## config.mk

```make
export PLATFORM = sky130hd
export DESIGN_NAME = mq_wr_select
export DESIGN_NICKNAME = d
export VERILOG_FILES = /design/src/rtl/mq_wr_pkg.sv /design/src/rtl/mq_sel_reg.sv /design/src/rtl/mq_fill_ctr.sv /design/src/rtl/mq_offset_latch.sv /design/src/rtl/mq_wr_select.sv
export SDC_FILE = /design/constraint.sdc
export NUM_CORES = 1
export LEC_CHECK = 0
export CAP_MARGIN = 10
export CORE_MARGIN = 2
export CORE_UTILIZATION = 49
export CTS_CLUSTER_SIZE = 20
export DETAILED_ROUTE_END_ITERATION = 6
export PLACE_DENSITY = 0.69
export SYNTH_ARGS = -nofsm -noshare
export SYNTH_HDL_FRONTEND = slang
export SYNTH_HIERARCHICAL = 1
export SYNTH_SLANG_ARGS = --single-unit
```

## constraint.sdc

```tcl
create_clock -name clk_i -period 3 [get_ports clk_i]
set_input_delay 0.9 -clock clk_i [delete_from_list [all_inputs] [get_ports clk_i]]
set_output_delay 0.9 -clock clk_i [all_outputs]
set_load 0.1 [all_outputs]
```

## src/rtl/mq_wr_pkg.sv

```systemverilog
package mq_wr_pkg;
  localparam int unsigned MQ_NUM_Q   = 32;
  localparam int unsigned MQ_DEV_W   = 3;
  localparam int unsigned MQ_DEPTH   = 16;
  localparam int unsigned MQ_OFF_W   = 8;
  localparam int unsigned MQ_OFF_LO  = 8;
  localparam int unsigned MQ_OFF_HI  = 128;
endpackage

```

## src/rtl/mq_sel_reg.sv

```systemverilog
module mq_sel_reg #(
  parameter int unsigned DEV_W = 3,
  parameter int unsigned QID_W = 5,
  localparam int unsigned ADDR_W = DEV_W + QID_W
) (
  input  logic              clk_i,
  input  logic              rst_ni,
  input  logic              aden_i,
  input  logic [ADDR_W-1:0] addr_i,
  input  logic [DEV_W-1:0]  dev_id_i,
  output logic              own_o,
  output logic [QID_W-1:0]  qid_o
);
  always_ff @(posedge clk_i or negedge rst_ni) begin
    if (!rst_ni) begin
      own_o <= 1'b0;
      qid_o <= '0;
    end else if (aden_i) begin
      own_o <= (addr_i[ADDR_W-1:QID_W] == dev_id_i);
      qid_o <= addr_i[QID_W-1:0];
    end
  end
endmodule

```

## src/rtl/mq_fill_ctr.sv

```systemverilog
module mq_fill_ctr #(
  parameter int unsigned DEPTH = 16,
  localparam int unsigned CNT_W = $clog2(DEPTH + 1)
) (
  input  logic             clk_i,
  input  logic             rst_ni,
  input  logic             inc_i,
  input  logic             dec_i,
  output logic [CNT_W-1:0] cnt_o,
  output logic             full_o
);
  logic do_inc, do_dec;

  assign full_o = (cnt_o == CNT_W'(DEPTH));
  assign do_inc = inc_i && !full_o;
  assign do_dec = dec_i && (cnt_o != '0);

  always_ff @(posedge clk_i or negedge rst_ni) begin
    if (!rst_ni)                cnt_o <= '0;
    else if (do_inc && !do_dec) cnt_o <= cnt_o + 1'b1;
    else if (do_dec && !do_inc) cnt_o <= cnt_o - 1'b1;
  end
endmodule

```

## src/rtl/mq_offset_latch.sv

```systemverilog
module mq_offset_latch #(
  parameter int unsigned OFF_W  = 8,
  parameter int unsigned OFF_LO = 8,
  parameter int unsigned OFF_HI = 128
) (
  input  logic             clk_i,
  input  logic             rst_ni,
  input  logic             dflt_hi_i,
  output logic [OFF_W-1:0] offset_o
);
  logic hi_q;

  // sampled only while reset is held
  always_ff @(posedge clk_i) begin
    if (!rst_ni) hi_q <= dflt_hi_i;
  end

  assign offset_o = hi_q ? OFF_W'(OFF_HI) : OFF_W'(OFF_LO);
endmodule

```

## src/rtl/mq_wr_select.sv

```systemverilog
module mq_wr_select
  import mq_wr_pkg::*;
#(
  parameter int unsigned NUM_Q  = MQ_NUM_Q,
  parameter int unsigned DEV_W  = MQ_DEV_W,
  parameter int unsigned DEPTH  = MQ_DEPTH,
  parameter int unsigned OFF_W  = MQ_OFF_W,
  parameter int unsigned OFF_LO = MQ_OFF_LO,
  parameter int unsigned OFF_HI = MQ_OFF_HI,
  localparam int unsigned QID_W  = $clog2(NUM_Q),
  localparam int unsigned ADDR_W = DEV_W + QID_W,
  localparam int unsigned CNT_W  = $clog2(DEPTH + 1)
) (
  input  logic              clk_i,
  input  logic              rst_ni,
  input  logic [DEV_W-1:0]  dev_id_i,
  input  logic              dflt_hi_i,
  input  logic [ADDR_W-1:0] wr_addr_i,
  input  logic              wr_aden_i,
  input  logic              wr_en_ni,
  input  logic              rd_dec_i,
  input  logic [QID_W-1:0]  rd_qid_i,
  output logic              full_no,
  output logic              full_oe_o,
  output logic [OFF_W-1:0]  offset_o
);
  logic                   own_q;
  logic [QID_W-1:0]       sel_qid;
  logic [NUM_Q-1:0]       full_vec;
  logic [NUM_Q*CNT_W-1:0] cnt_all;
  logic                   full_sel;
  logic                   wr_acc;

  mq_sel_reg #(.DEV_W(DEV_W), .QID_W(QID_W)) u_sel (
    .clk_i    (clk_i),
    .rst_ni   (rst_ni),
    .aden_i   (wr_aden_i),
    .addr_i   (wr_addr_i),
    .dev_id_i (dev_id_i),
    .own_o    (own_q),
    .qid_o    (sel_qid)
  );

  assign full_sel = full_vec[sel_qid];
  assign wr_acc   = !wr_en_ni && own_q && !full_sel;

  for (genvar i = 0; i < NUM_Q; i++) begin : g_q
    logic inc, dec;
    assign inc = wr_acc && (sel_qid == QID_W'(i));
    assign dec = rd_dec_i && (rd_qid_i == QID_W'(i));
    mq_fill_ctr #(.DEPTH(DEPTH)) u_ctr (
      .clk_i  (clk_i),
      .rst_ni (rst_ni),
      .inc_i  (inc),
      .dec_i  (dec),
      .cnt_o  (cnt_all[i*CNT_W +: CNT_W]),
      .full_o (full_vec[i])
    );
  end

  mq_offset_latch #(.OFF_W(OFF_W), .OFF_LO(OFF_LO), .OFF_HI(OFF_HI)) u_off (
    .clk_i     (clk_i),
    .rst_ni    (rst_ni),
    .dflt_hi_i (dflt_hi_i),
    .offset_o  (offset_o)
  );

  // idle level when another device owns the line
  assign full_no   = !(own_q && full_sel);
  assign full_oe_o = own_q;
endmodule

```

Word-level counts from Yosys, hierarchy flattened
Cells that the tools add are included.
{"block": "word_totals", "regBits": 167, "input_bits": 22, "wordCells": 622}
{"block": "op_classes", "add_sub_neg": 64, "magnitude_cmp": 1, "n_eq_ne": 95, "mux": 67, "reduce_logical": 360}
{"operator": "equality test 5 bit, second input constant", "count": 64}
{"operator": "2-to-1 mux 5 bit", "count": 64}
{"operator": "logical AND 1 bit", "count": 195}
{"operator": "adder 5 x 1 -> 5 bit, second input constant", "count": 32}
{"operator": "nonzero test 5 bit", "count": 32}
{"operator": "subtractor 5 x 1 -> 5 bit, second input constant", "count": 32}
{"operator": "logical NOT 1 bit", "count": 99}
{"operator": "equality test 5 x 4 -> 1 bit, second input constant", "count": 16}
{"operator": "nonzero test 2 bit", "count": 32}
{"operator": "equality test 5 x 3 -> 1 bit, second input constant", "count": 8}
{"operator": "equality test 5 x 2 -> 1 bit, second input constant", "count": 4}
{"operator": "equality test 5 x 1 -> 1 bit, second input constant", "count": 2}
{"operator": "logical NOT 5 bit", "count": 2}
{"operator": "2-to-1 mux 8 bit", "count": 1}
{"operator": "less-than comparator 5 x 6 -> 1 bit, second input constant", "count": 1}
{"operator": "binary-select mux 1 bit (select 5 bit)", "count": 1}
{"operator": "equality test 3 bit", "count": 1}
{"operator": "2-to-1 mux 1 bit", "count": 1}

Depth between registers and ports, before layout
Gate-level depths: netlist of the first run.
{"block": "logic_depth", "depth_word": 11, "depth_mapped": 13, "mapped_depth_nobuf": 13}

By module
Netlist of the first run, hierarchy kept.
{"module": "mq_fill_ctr", "instances": 32, "cells_each": 43, "area_per_inst_um2": 407.9, "seq_area_each_um2": 125.1}
{"module": "mq_wr_select", "instances": 1, "cells_each": 138, "area_per_inst_um2": 932.1, "seq_area_each_um2": 0.0}
{"module": "mq_sel_reg", "instances": 1, "cells_each": 17, "area_per_inst_um2": 280.3, "seq_area_each_um2": 150.1}
{"module": "mq_offset_latch", "instances": 1, "cells_each": 11, "area_per_inst_um2": 93.8, "seq_area_each_um2": 30.0}

Worst setup path after synthesis of the first run
Ideal clock, no wire load.
{"block": "synth_path", "path_kind": "reg2out", "start": "register g_q[3].u_ctr.cnt_o[0]", "end": "output full_no", "t_arrival_ps": 3602, "t_required_ps": 2100, "path_slack_ps": -1502, "stages_incl_launch_ff": 7, "path_buffers": 0, "cell_sequence": "dfrtp_1 -> nor4_1 -> and2_1 -> mux4_1 -> mux2i_1 -> nor2_1 -> o311ai_1"}
{"block": "synth_between", "elab_chain_cells": 5}
{"item": "start, declared", "line": "mq_fill_ctr.sv:9", "text": "output logic [CNT_W-1:0] cnt_o,"}
{"item": "start signal, assigned", "line": "mq_fill_ctr.sv:20", "text": "else if (do_inc && !do_dec) cnt_o <= cnt_o + 1'b1;"}
{"item": "start signal, assigned", "line": "mq_fill_ctr.sv:21", "text": "else if (do_dec && !do_inc) cnt_o <= cnt_o - 1'b1;"}
{"item": "equality test 5 bit", "line": "mq_fill_ctr.sv:14", "text": "assign full_o = (cnt_o == CNT_W'(DEPTH));"}
{"item": "named net full_vec[3]", "line": "mq_wr_select.sv:29", "text": "logic [NUM_Q-1:0] full_vec;"}
{"item": "binary-select mux 1 bit (select 5 bit)", "line": "mq_wr_select.sv:44", "text": "assign full_sel = full_vec[sel_qid];"}
{"item": "2-to-1 mux 1 bit (not written as such)", "line": "mq_wr_select.sv:44"}
{"item": "logical AND 1 bit", "line": "mq_wr_select.sv:69", "text": "assign full_no = !(own_q && full_sel);"}
{"item": "logical NOT 1 bit", "line": "mq_wr_select.sv:69"}
{"item": "end, declared", "line": "mq_wr_select.sv:23", "text": "output logic full_no,"}
The timed path passes the listed nets, and every way through them passes these cells. The select of a mux whose other input is x is not followed.

Final worst setup path of the first run
{"block": "layout_path", "start": "register g_q[20].u_ctr.cnt_o[0]", "end": "output full_no"}
{"block": "layout_between", "elab_chain_cells": 5}
{"item": "start, declared", "line": "mq_fill_ctr.sv:9"}
{"item": "start signal, assigned", "line": "mq_fill_ctr.sv:20"}
{"item": "start signal, assigned", "line": "mq_fill_ctr.sv:21"}
{"item": "equality test 5 bit", "line": "mq_fill_ctr.sv:14"}
{"item": "named net full_vec[20]", "line": "mq_wr_select.sv:29"}
{"item": "binary-select mux 1 bit (select 5 bit)", "line": "mq_wr_select.sv:44"}
{"item": "2-to-1 mux 1 bit (not written as such)", "line": "mq_wr_select.sv:44"}
{"item": "logical AND 1 bit", "line": "mq_wr_select.sv:69"}
{"item": "logical NOT 1 bit", "line": "mq_wr_select.sv:69"}
The timed path passes the listed nets, and every way through them passes these cells. The select of a mux whose other input is x is not followed.

==> qor.yml, run 1 <==
critical_path:
  endpoint_kind: "output port"
  cp.required_ns: 2.10
  critPathTopFamily: "multiplexers"
  path_cells: "nor4_4, buf_4, and2_4, mux2i_4, mux4_2, a31oi_1, buf_4, o311ai_4, buf_12"
  max_stage_delay_ns: 0.47
  slowest_stage: "mux4_2"
  critPathMaxFanout: 2
  critical_path_arrival_ns: 2.84
  cpMostUsedCell: "buf_4"
  cp.depth: 9
  startpoint_type: "register"
  ff2ff_path_depth: 14
  critPathBufInv: 3
  crit_type: "reg -> out"
yosys:
  async_flop_share_pct: 99.4
  synthDistinctLibCells: 45
  synth_cells: 1542
  synth.avg_cell_area_sq_um: 9.31
  synth_area_sq_um: 14400
  synthFlopType: "dfrtp_1"
  ys_seq_area_share_pct: 29.1
  synth_edf_count: 1
  yosys_warnings: 6
  synth-seq-cells: 167
timing:
  slew_viol_final: 0
  setup_viol_count_final: 120
  setup_ws_ns: -0.738
  fin_crit_sh_pct: 125
  setup_tns_ns: -30.32
  final-hold-violation-count: 0
  worst_pin_slew_ns: 0.566
  finClkSkew_ns: 0.0157
  period_needed_ns: 3.74
  hold_slack_ns: 0.385
  maxSlewHeadroom_pct: 61.9
  maxClockFrequency_ghz: 0.268
  rsz0062_at_grt: "true"
finish:
  syn2layout_area_growth_pct: 65.3
  nets: 2349
  drive_above_1_share_pct: 56.7
  final_common_cell: "buf_4"
  final_cell_mix: "buf_4 (542), dfrtp_1 (164), ha_4 (92)"
detailed_routing:
  drtIter0Drc: 1823
  via_per_inst: 6.51
  drt-wirelength-per-cell_um: 23.9
  vias: 16710
  ant_nets: 0
  wirelength_um: 61400
  dr.pass1.iters: 6
  route.detailed.drc: 0
pwr:
  intPower_w: 0.0126
  switching_power_w: 0.00893
  seqPwrFrac_pct: 19.1
  swShare_pct: 41.5
  p_comb_share_pct: 68.9
  finalPower_w: 0.0215
  clkPwrFrac_pct: 11.9
  power_leakage_nw: 10.1
  ir_drop_uv: 640
  p_per_area_nw_per_um2: 907
cts:
  cts_tree: "done"
  clockBufferDepth: 2
  cts_hold_buf: 0
  cts_sinks: 167
  root_buffer: "clkbuf_16"
  clk_pin_slew_ns: 0.07
  htreeDepth: 4
  cts_buffers: 17
  insertion_delay_ns: 0.47
global_route:
  first_global_vias: 15335
  antenna_found_initial: 4
  grt.total_usage_pct: 28.9
  grt_pass1_wl_um: 73200
  grt_max_degree: 48
  grt.overflow.total: 0
placed_design:
  place_ws_ns: -0.900
  gp_congestion: 0.870
  io_buffers: 25
  place_hpwl_um: 29700
floorplan:
  die_h_um: 175
  coreArea_sq_um: 28800
  rows: 62
  boundaryPins: 32
  dieArea_sq_um: 30700
  start_util_pct: 49.9
  die_w_um: 175
outcome:
  status: "complete, but fails checks"
  violations: "setup timing"
job:
  maxCapViolCount: 0
hold_path:
  holdCritPathClass: "in -> async"
## area by class of cell
class | instances | area, sq um
clock buffers | 20 | 447
well taps | 384 | 480
flip-flops and latches | 167 | 4190
clock inverters | 12 | 200
multi-input cells | 1230 | 12600
repair buffers | 652 | 5360
fillers | 1406 | 5040
diodes | 3 | 7.51
inverters | 99 | 500
## through the flow
stage	instance area, sq um	utilization (%)	cells
after floorplan	15000	-	1547
after global placement	19200	66.7	2401
after detailed placement	19200	66.7	2401
after CTS	21600	75.0	2486
after global routing	23700	82.5	2565
final	23700	82.5	2567
## worst paths after layout
kind                                        start  slack [ns]                     end
setup / recovery           g_q[20].u_ctr/cnt_o[0]       -0.74                 full_no
hold / removal                             rst_ni        0.38   g_q[2].u_ctr/cnt_o[2]
setup reg to reg                   u_sel/qid_o[0]       -0.71   g_q[8].u_ctr/cnt_o[4]
hold reg to reg             g_q[8].u_ctr/cnt_o[0]        0.60   g_q[8].u_ctr/cnt_o[0]
max in group asynchronous                  rst_ni        1.84  g_q[22].u_ctr/cnt_o[3]
min in group clk_i          g_q[8].u_ctr/cnt_o[0]        0.60   g_q[8].u_ctr/cnt_o[0]
## power groups by stage
stage               logic [W]  registers (W)  clock network [W]
detailed placement     0.0102        0.00376                  0
finish                 0.0148        0.00412            0.00256
global placement      0.00975        0.00372                  0
floorplan             0.00528        0.00420                  0
global route           0.0156        0.00422            0.00263
CTS                    0.0116        0.00394            0.00253
## per-layer routing
metal,global-route usage (%),part of all wire [%],vias up,wire [um]
met5,0,0.021,-,13
met4,11.3,8.0,2,4890
met3,3.98,7.0,421,4300
met2,52.2,50,1054,30600
met1,34.7,35,8223,21600
li1,-,-,7010,-
## synth_stat cells (all sizes together), types with 2 or more instances
library cell  count  area share [%]
mux4              9             1.5
o21ai            96             3.3
nor4             32             1.4
nor2             50             1.3
nand4             2           0.087
and2             32             1.4
nor3             50             1.9
o211ai           64             4.5
nand4b            3            0.18
nand2            70             1.8
nor3b            65             3.4
fa               32             4.5
nand3b           38             2.0
mux2i            38             2.6
inv              99             2.6
dfrtp           166              29
or3              36             2.0
nand2b            9            0.39
xnor2            67             4.1
buf              44             1.8
mux2             39             3.2
clkbuf            7            0.18
nand3           101             3.5
nor2b            35             1.5
a21oi           128             4.5
a2111o           32             2.5
or4              64             3.3
ha              128              11
## cell families (layout without fill, tap and decap cells)
family / Yosys count / in the layout / share of synthesized area, %
compound gates: 323 / 323 / 15.0
xor+xnor: 67 / 67 / 4.09
fa+ha+maj: 160 / 160 / 15.6
buf+inv: 150 / 783 / 4.56
flops: 167 / 167 / 29.1
mux: 86 / 86 / 7.35
other cells: 1 / 9 / 0.0261
simple gates: 588 / 588 / 24.3
## timing repair
action,4_1_cts,5_1_grt
gates resized for setup,279,327
gates cloned,1,0
setup endpoints to repair,121,115
buffers inserted,54,80
pin swaps,96,181
## state kept, by name, indices dropped and copies added (netlist names)
signal	count
u_sel/own_o	1
u_off/hi_q	1
g_q.u_ctr/cnt_o	160
u_sel/qid_o	5
## worst register-to-register path: cells and delay by family (launching register included)
family	cells	cell delay, ns
flip-flops	1	0.44
AO/OA/AOI/OAI	2	0.61
multiplexers	1	0.57
AND/OR/NAND/NOR	4	0.86
buffers and inverters	5	0.65
adder cells (fa/ha/maj)	2	0.49
Note: power is estimated with default switching activity, not from simulation.
==> run 2, diff against run 1 <==
--- a/config.mk
+++ b/config.mk
@@ -10,6 +10,7 @@
 export CORE_UTILIZATION = 49
 export CTS_CLUSTER_SIZE = 20
 export DETAILED_ROUTE_END_ITERATION = 6
+export HOLD_SLACK_MARGIN = 0.06
 export PLACE_DENSITY = 0.69
 export SYNTH_ARGS = -nofsm -noshare
 export SYNTH_HDL_FRONTEND = slang
==> results of run 2 <==
Final layout, timing and power as in run 1 (identical DEF).
